==> config.mk <==
export PLATFORM = sky130hd
export DESIGN_NAME = irq_router
export DESIGN_NICKNAME = d
export VERILOG_FILES = /design/src/rtl/irq_router.sv
export SDC_FILE = /design/constraint.sdc
export NUM_CORES = 1
export LEC_CHECK = 0
export ABC_AREA = 1
export BUFFER_PORTS_ARGS = -buffer_cell sky130_fd_sc_hd__clkbuf_2
export CELL_PAD_IN_SITES_DETAIL_PLACEMENT = 2
export CELL_PAD_IN_SITES_GLOBAL_PLACEMENT = 2
export CORE_AREA = 2 2 154 156
export DETAILED_ROUTE_END_ITERATION = 8
export DIE_AREA = 0 0 156 158
export GPL_ROUTABILITY_DRIVEN = 0
export MAX_ROUTING_LAYER = met4
export PLACE_DENSITY_LB_ADDON = 0.12
export REMOVE_ABC_BUFFERS = 1
export SYNTH_ARGS = -nofsm -noshare
export SYNTH_HDL_FRONTEND = slang
export SYNTH_SLANG_ARGS = --single-unit
==> constraint.sdc <==
create_clock -name clk -period 2 [get_ports clk]
set_input_delay 0.3 -clock clk [delete_from_list [all_inputs] [get_ports clk]]
set_output_delay 0.3 -clock clk [all_outputs]
set_load 0.05 [all_outputs]
==> src/rtl/irq_router.sv <==
module irq_router #(
  parameter int NVEC     = 32,
  parameter int LERR_VEC = 30,
  parameter int RERR_VEC = 31
) (
  input  logic        clk,
  input  logic        rst_n,
  input  logic        reg_we,
  input  logic [2:0]  reg_addr,
  input  logic [31:0] reg_wdata,
  output logic [31:0] reg_rdata,
  input  logic        link_err_loc,
  input  logic        link_err_rem,
  input  logic        rx_irq_valid,
  input  logic [31:0] rx_irq_status,
  output logic        tx_req,
  output logic [31:0] tx_status,
  input  logic        tx_ack,
  output logic        irq_out
);
  localparam int VW = $clog2(NVEC);
  localparam logic [2:0] A_CTRL = 3'd0, A_STAT = 3'd1, A_PEND = 3'd2,
                         A_PRIO = 3'd3, A_PTR = 3'd4;

  logic            local_mode, busy;
  logic [2:0]      ptr;
  logic [NVEC-1:0] stat, pend, snap;
  logic [NVEC-1:0] err_vec, set_vec, rx_stat, w1c, clr, sent, active;
  logic [VW-1:0]   prio_idx;

  wire wr_ctrl = reg_we && reg_addr == A_CTRL;
  wire wr_prio = reg_we && reg_addr == A_PRIO;
  wire fire    = busy && tx_ack;

  always_comb begin
    err_vec = '0;
    err_vec[LERR_VEC] = link_err_loc;
    err_vec[RERR_VEC] = err_vec[RERR_VEC] | link_err_rem;
  end

  assign set_vec = err_vec
                 | ((reg_we && reg_addr == A_PEND) ? reg_wdata[NVEC-1:0] : '0)
                 | ((rx_irq_valid && ptr == A_PEND) ? rx_irq_status[NVEC-1:0] : '0);
  assign rx_stat = (rx_irq_valid && ptr == A_STAT) ? rx_irq_status[NVEC-1:0] : '0;
  assign w1c     = (reg_we && reg_addr == A_STAT) ? reg_wdata[NVEC-1:0] : '0;
  assign clr     = wr_prio ? (NVEC'(1) << reg_wdata[VW-1:0]) : '0;
  assign sent    = fire ? snap : '0;
  assign active  = stat | pend;

  always_ff @(posedge clk or negedge rst_n) begin
    if (!rst_n) begin
      local_mode <= 1'b0;
      ptr        <= A_PEND;
      stat       <= '0;
      pend       <= '0;
      snap       <= '0;
      busy       <= 1'b0;
    end else begin
      if (wr_ctrl) local_mode <= reg_wdata[0];
      if (reg_we && reg_addr == A_PTR) ptr <= reg_wdata[2:0];
      if (local_mode) begin
        stat <= (stat & ~w1c & ~clr) | (pend & ~clr) | set_vec | rx_stat;
        pend <= '0;
      end else begin
        stat <= (stat & ~w1c & ~clr) | rx_stat;
        pend <= (pend & ~clr & ~sent) | set_vec;
      end
      if (fire) busy <= 1'b0;
      else if (!busy && !local_mode && pend != '0) begin
        busy <= 1'b1;
        snap <= pend;
      end
    end
  end

  always_comb begin
    prio_idx = '0;
    for (int i = NVEC - 1; i >= 0; i--)
      if (active[i]) prio_idx = VW'(i);
  end

  always_comb begin
    case (reg_addr)
      A_CTRL:  reg_rdata = {31'b0, local_mode};
      A_STAT:  reg_rdata = 32'(stat);
      A_PEND:  reg_rdata = 32'(pend);
      A_PRIO:  reg_rdata = (active == '0) ? 32'h8000_0000 : 32'(prio_idx);
      A_PTR:   reg_rdata = {29'b0, ptr};
      default: reg_rdata = '0;
    endcase
  end

  assign tx_req    = busy;
  assign tx_status = 32'(snap);
  assign irq_out   = |stat;


  tx_hold_chk: assert property (@(posedge clk) disable iff (!rst_n)
    tx_req && !tx_ack |=> tx_req && $stable(tx_status));

  ack_drop_chk: assert property (@(posedge clk) disable iff (!rst_n)
    tx_req && tx_ack |=> !tx_req);

  local_no_fwd_chk: assert property (@(posedge clk) disable iff (!rst_n)
    $rose(tx_req) |-> $past(!local_mode));

  local_pend_empty_chk: assert property (@(posedge clk) disable iff (!rst_n)
    local_mode && !wr_ctrl |=> pend == '0);

  prio_clear_chk: assert property (@(posedge clk) disable iff (!rst_n)
    wr_prio && set_vec == '0 && rx_stat == '0 |=> !active[$past(reg_wdata[VW-1:0])]);
endmodule

After elaboration in Yosys (flattened, before gate mapping):

Cells that the tools add are included.

* register bits after elaboration: 101
* output and inout port bits: 66
* word-level logic and storage cells: 91

* reductions and logical operators: 18
* bitwise logic cells: 16
* muxes and demuxes: 44
* eq/ne operators: 6
* shift-type cells: 1

Operator list (number)
* $mux 32: 9
* $or 32x32->32: 8
* $mux 5: 32
* $pmux 32 s5: 1
* $and 32x32->32: 4
* $not 32->32: 3
* $logic_not 32->1: 1
* $reduce_bool 32->1: 1
* $reduce_or 32->1: 1
* $shl 1x5->32 const A: 1
* $logic_and 1x1->1: 10
* $eq 3x2->1 const B: 3
* $eq 3x1->1 const B: 2
* $eq 3x3->1 const B: 1
* $logic_not 3->1: 1
* $logic_not 1->1: 2
* $mux 1: 2
* $reduce_and 2->1: 1
* $reduce_bool 2->1: 1
* $not 1->1: 1

Longest topological paths before layout:

* depth after elaboration: 35
* gate-level depth with buffers: 34
* depth with buffers taken out: 34

Worst setup path after synthesis:

Ideal clock, no wire load.

* kind: register to output
* start: register stat[28]
* end: output port reg_rdata[1]
* path slack: -1.345 ns
* arrival: 3.045 ns
* stages on the path, launching flop included: 14
* required time: 1.700 ns
* path through: dfrtp_1 > nor2_1 > a31oi_1 > nor2_1 > nor2_1 > nor2_1 > nor2_1 > o211ai_1 > nand3_1 > a31oi_1 > o211ai_1 > nand3_1 > nand2_1 > o41ai_1

* word-level cells in the longest chain between the ends: 32
* elaborated cells between the ends (all ways): 33
* those cells by class: mux: 31; bitwise: 1; reduce/logical: 1

RTL lines
* from (decl): line 27 `logic [NVEC-1:0] stat, pend, snap;`
* from (signal assigned): line 62 `stat <= (stat & ~w1c & ~clr) | (pend & ~clr) | set_vec | rx_stat;`
* from (signal assigned): line 65 `stat <= (stat & ~w1c & ~clr) | rx_stat;`
* $or 32x32->32 *: line 48 `assign active = stat | pend;`
* $mux 5 (29 in series): line 79 `if (active[i]) prio_idx = VW'(i);`
* $mux 32 *: line 87 `A_PRIO: reg_rdata = (active == '0) ? 32'h8000_0000 : 32'(prio_idx);`
* $pmux 32 s5 *: line 83 `case (reg_addr)`
* to (decl): line 11 `output logic [31:0] reg_rdata,`

Mark *: on every way between the ends. The rest lies on a longest branch, timed or not.

Worst setup path after layout:

* start: register pend[31]
* end: output port reg_rdata[0]

* word-level cells in the longest chain between the ends: 35
* elaborated cells between the ends (all ways): 36
* those cells by class: mux: 34; bitwise: 1; reduce/logical: 1

RTL lines
* from (decl): line 27
* from (signal assigned): line 66 `pend <= (pend & ~clr & ~sent) | set_vec;`
* $or 32x32->32 *: line 48
* $mux 5 (32 in series): line 79
* $mux 32 *: line 87
* $pmux 32 s5 *: line 83

Marks and branches as above.

==> metrics.csv <==
metric,value,unit
period_minus_slack,3290,ps
r2r_slack,-230,ps
cts.clk_slew.worst_paths,70,ps
whs_endpoint,tx_req,
sequentialPowerShare,27.8,%
critPathMostFrequentCell,nand2_1,
ys_types,30,
holdWs,135,ps
cp-end-kind,output port,
rsz0062_at_grt,true,
ys_seq_elements,101,
hold_viol_final,0,
max-slew-margin-rel,66.4,%
final_cell_mix,"nand2_1 (151), buf_4 (134), nor2_1 (132)",
switching_share,49.2,%
totalWireLength,33900,µm
area_growth,66.9,%
cp_max_fo,2,
drc,0,
cts_tree,built,
seq_area_frac_synth,41.6,%
reg2reg_to,tx_status[3],
worst_skew_pair.late_latency,360,ps
grt_pass1_wl,50000,µm
switchingPower,6670,µW
finalNonFillerCells,1450,
vias,7658,
syn_inst,872,
cts_buffers,9,
drt_iter0_markers,431,
p_leak,0.00469,µW
required,1700,ps
rr_worst_depth,12,
portBuffers,139,
power_frac_comb,59.1,%
nets,1229,
setup_viol,40,
chipHeight,158,µm
drive_gt1_share,40.3,%
drv_cap,0,
core,23100,µm²
antenna_found_initial,0,
overflow,0,
vdd_ir_drop_max,0.543,mV
vias_per_cell,5.28,
critPathMaxStageDelay,410,ps
h-tree-depth,3,
setup_slack,-1290,ps
status,"complete, but fails checks",
grt_pass1_vias,8330,
holdPathStages,2,
ios,140,
clockPowerShare,13.1,%
drtAntennaViolNets,0,
power.density,1340,nW/µm²
die_w,156,µm
final_common_cell,nand2_1,
violations,negative setup slack,
tightest_slew,504,ps
fin_crit_sh,164,%
track_usage,27.6,%
grt_max_degree,43,
avgRoutedWirePerCell,23.4,µm
p_int,6890,µW
root_buffer,clkbuf_16,
hp-start,tx_ack,
crit_type,reg -> out,
cts.sinks,101,
dieArea,24600,µm²
synth.avg_cell_area,6.97,µm²
skew,10.4,ps
hpwl,22900,µm
firstDrtPassIters,5,
slew_violations,0,
crit_slowest_cell,dfrtp_1,
hold_path_class,in -> reg,
fmax,304,MHz
crit_arrival,2990,ps
r2r-start,pend[25],
startpoint_type,flop,
clk_path_buf_depth,2,
placed_cells_incl_taps,1402,
start_util,26.4,%
synth_area,6080,µm²
rows,56,
diodes,0,
yosysWarningCount,0,
synthesized netlist by cell type:
cell	number	area share (%)
a211oi_1	22	2.7
a21oi_1	1	0.082
a221o_1	1	0.16
a221oi_1	4	0.58
a311oi_1	3	0.43
a31oi_1	3	0.31
and3_1	9	0.93
clkbuf_1	38	2.3
clkinv_1	1	0.062
dfrtp_1	100	41
dfstp_2	1	0.43
inv_1	92	5.7
inv_2	14	0.86
mux2_2	1	0.19
nand2_1	204	13
nand3_1	34	2.8
nand4_1	5	0.51
nor2_1	150	9.3
nor2_2	1	0.10
nor2_4	5	0.93
nor3_1	5	0.41
nor4_1	14	1.4
o211ai_1	2	0.25
o21ai_0	46	3.8
o21ai_1	72	5.9
o221ai_1	33	4.8
o22ai_1	7	0.72
o311ai_0	1	0.14
o31ai_1	2	0.25
o41ai_1	1	0.14
layer usage:
layer  vias to the layer above  GRT usage (%)  wire, µm
met1                      3921           35.3     14800
met4                         0           7.38       790
met5                         -              -         0
met3                        43           2.52      1160
li1                       3480              -         -
met2                       214           47.1     17100
stage by stage:
| stage | total power (µW) | worst slack [ps] | TNS, ps | area, µm² | util, % |
|---|---|---|---|---|---|
| floorplan | 6790 | -1350 | -97390 | 5930 | - |
| global placement | 9640 | -773 | -11190 | 8610 | 37.3 |
| detailed placement | 9790 | -862 | -10650 | 8610 | 37.3 |
| CTS | 12500 | -1260 | -11600 | 9560 | 41.5 |
| global route | 14300 | -1640 | -15680 | 10100 | 44.0 |
| finish | 13600 | -1290 | -10730 | 10100 | 44.0 |
flip-flops by register name, indices dropped and copies added, names as in the netlist:
| register | flops |
|---|---|
| tx_status | 32 |
| local_mode | 1 |
| pend | 32 |
| stat | 32 |
| tx_req | 1 |
| ptr | 3 |
final cells by class:
cell class	instances	area, µm²
Tap cell	290	363
Timing Repair Buffer	310	2810
Inverter	107	402
Multi-Input combinational cell	626	3760
Sequential cell	101	2530
Clock buffer	11	243
Clock inverter	5	35.0
Fill cell	2571	12900
power groups by stage:
stage | clock network, µW | registers (µW) | logic (µW)
2_1_floorplan | 0 | 4650 | 2140
3_3_place_gp | 0 | 3520 | 6120
3_5_place_dp | 0 | 3540 | 6240
4_1_cts | 1790 | 3610 | 7090
5_1_grt | 1890 | 3870 | 8500
6_report | 1780 | 3770 | 8010
critical path: cells and delay by family (launching register included):
| family | cells | cell delay, ps |
|---|---|---|
| flops | 1 | 410 |
| buf+inv | 2 | 230 |
| simple gates | 33 | 1980 |
cell families after synthesis:
group,Yosys count,synth area share (%)
buffers and inverters,145,8.96
DFF,101,41.6
AOI/OAI and AO/OA,198,20.3
muxes,1,0.185
and+or+nand+nor,427,29.0
worst max-delay path by stage:
stage	slack, ps	cells after the start	end	startpoint
after floorplan	-1350	13	reg_rdata[1]	stat[28]
after CTS	-1260	35	reg_rdata[0]	pend[31]
after global routing	-1640	35	reg_rdata[0]	pend[31]
after global placement	-770	35	reg_rdata[0]	stat[31]
final	-1290	35	reg_rdata[0]	pend[31]
after detailed placement	-860	35	reg_rdata[0]	pend[31]
repair_timing:
item                                    CTS  global route
hold buffers                              1             0
buffers inserted                         20            12
pin swaps                                30            22
cloned                                    3             4
endpoints found under the setup margin   40            76
endpoints found under the hold margin    26             0
gates resized for setup                  94           128
Power figures use the tool's default switching activity.
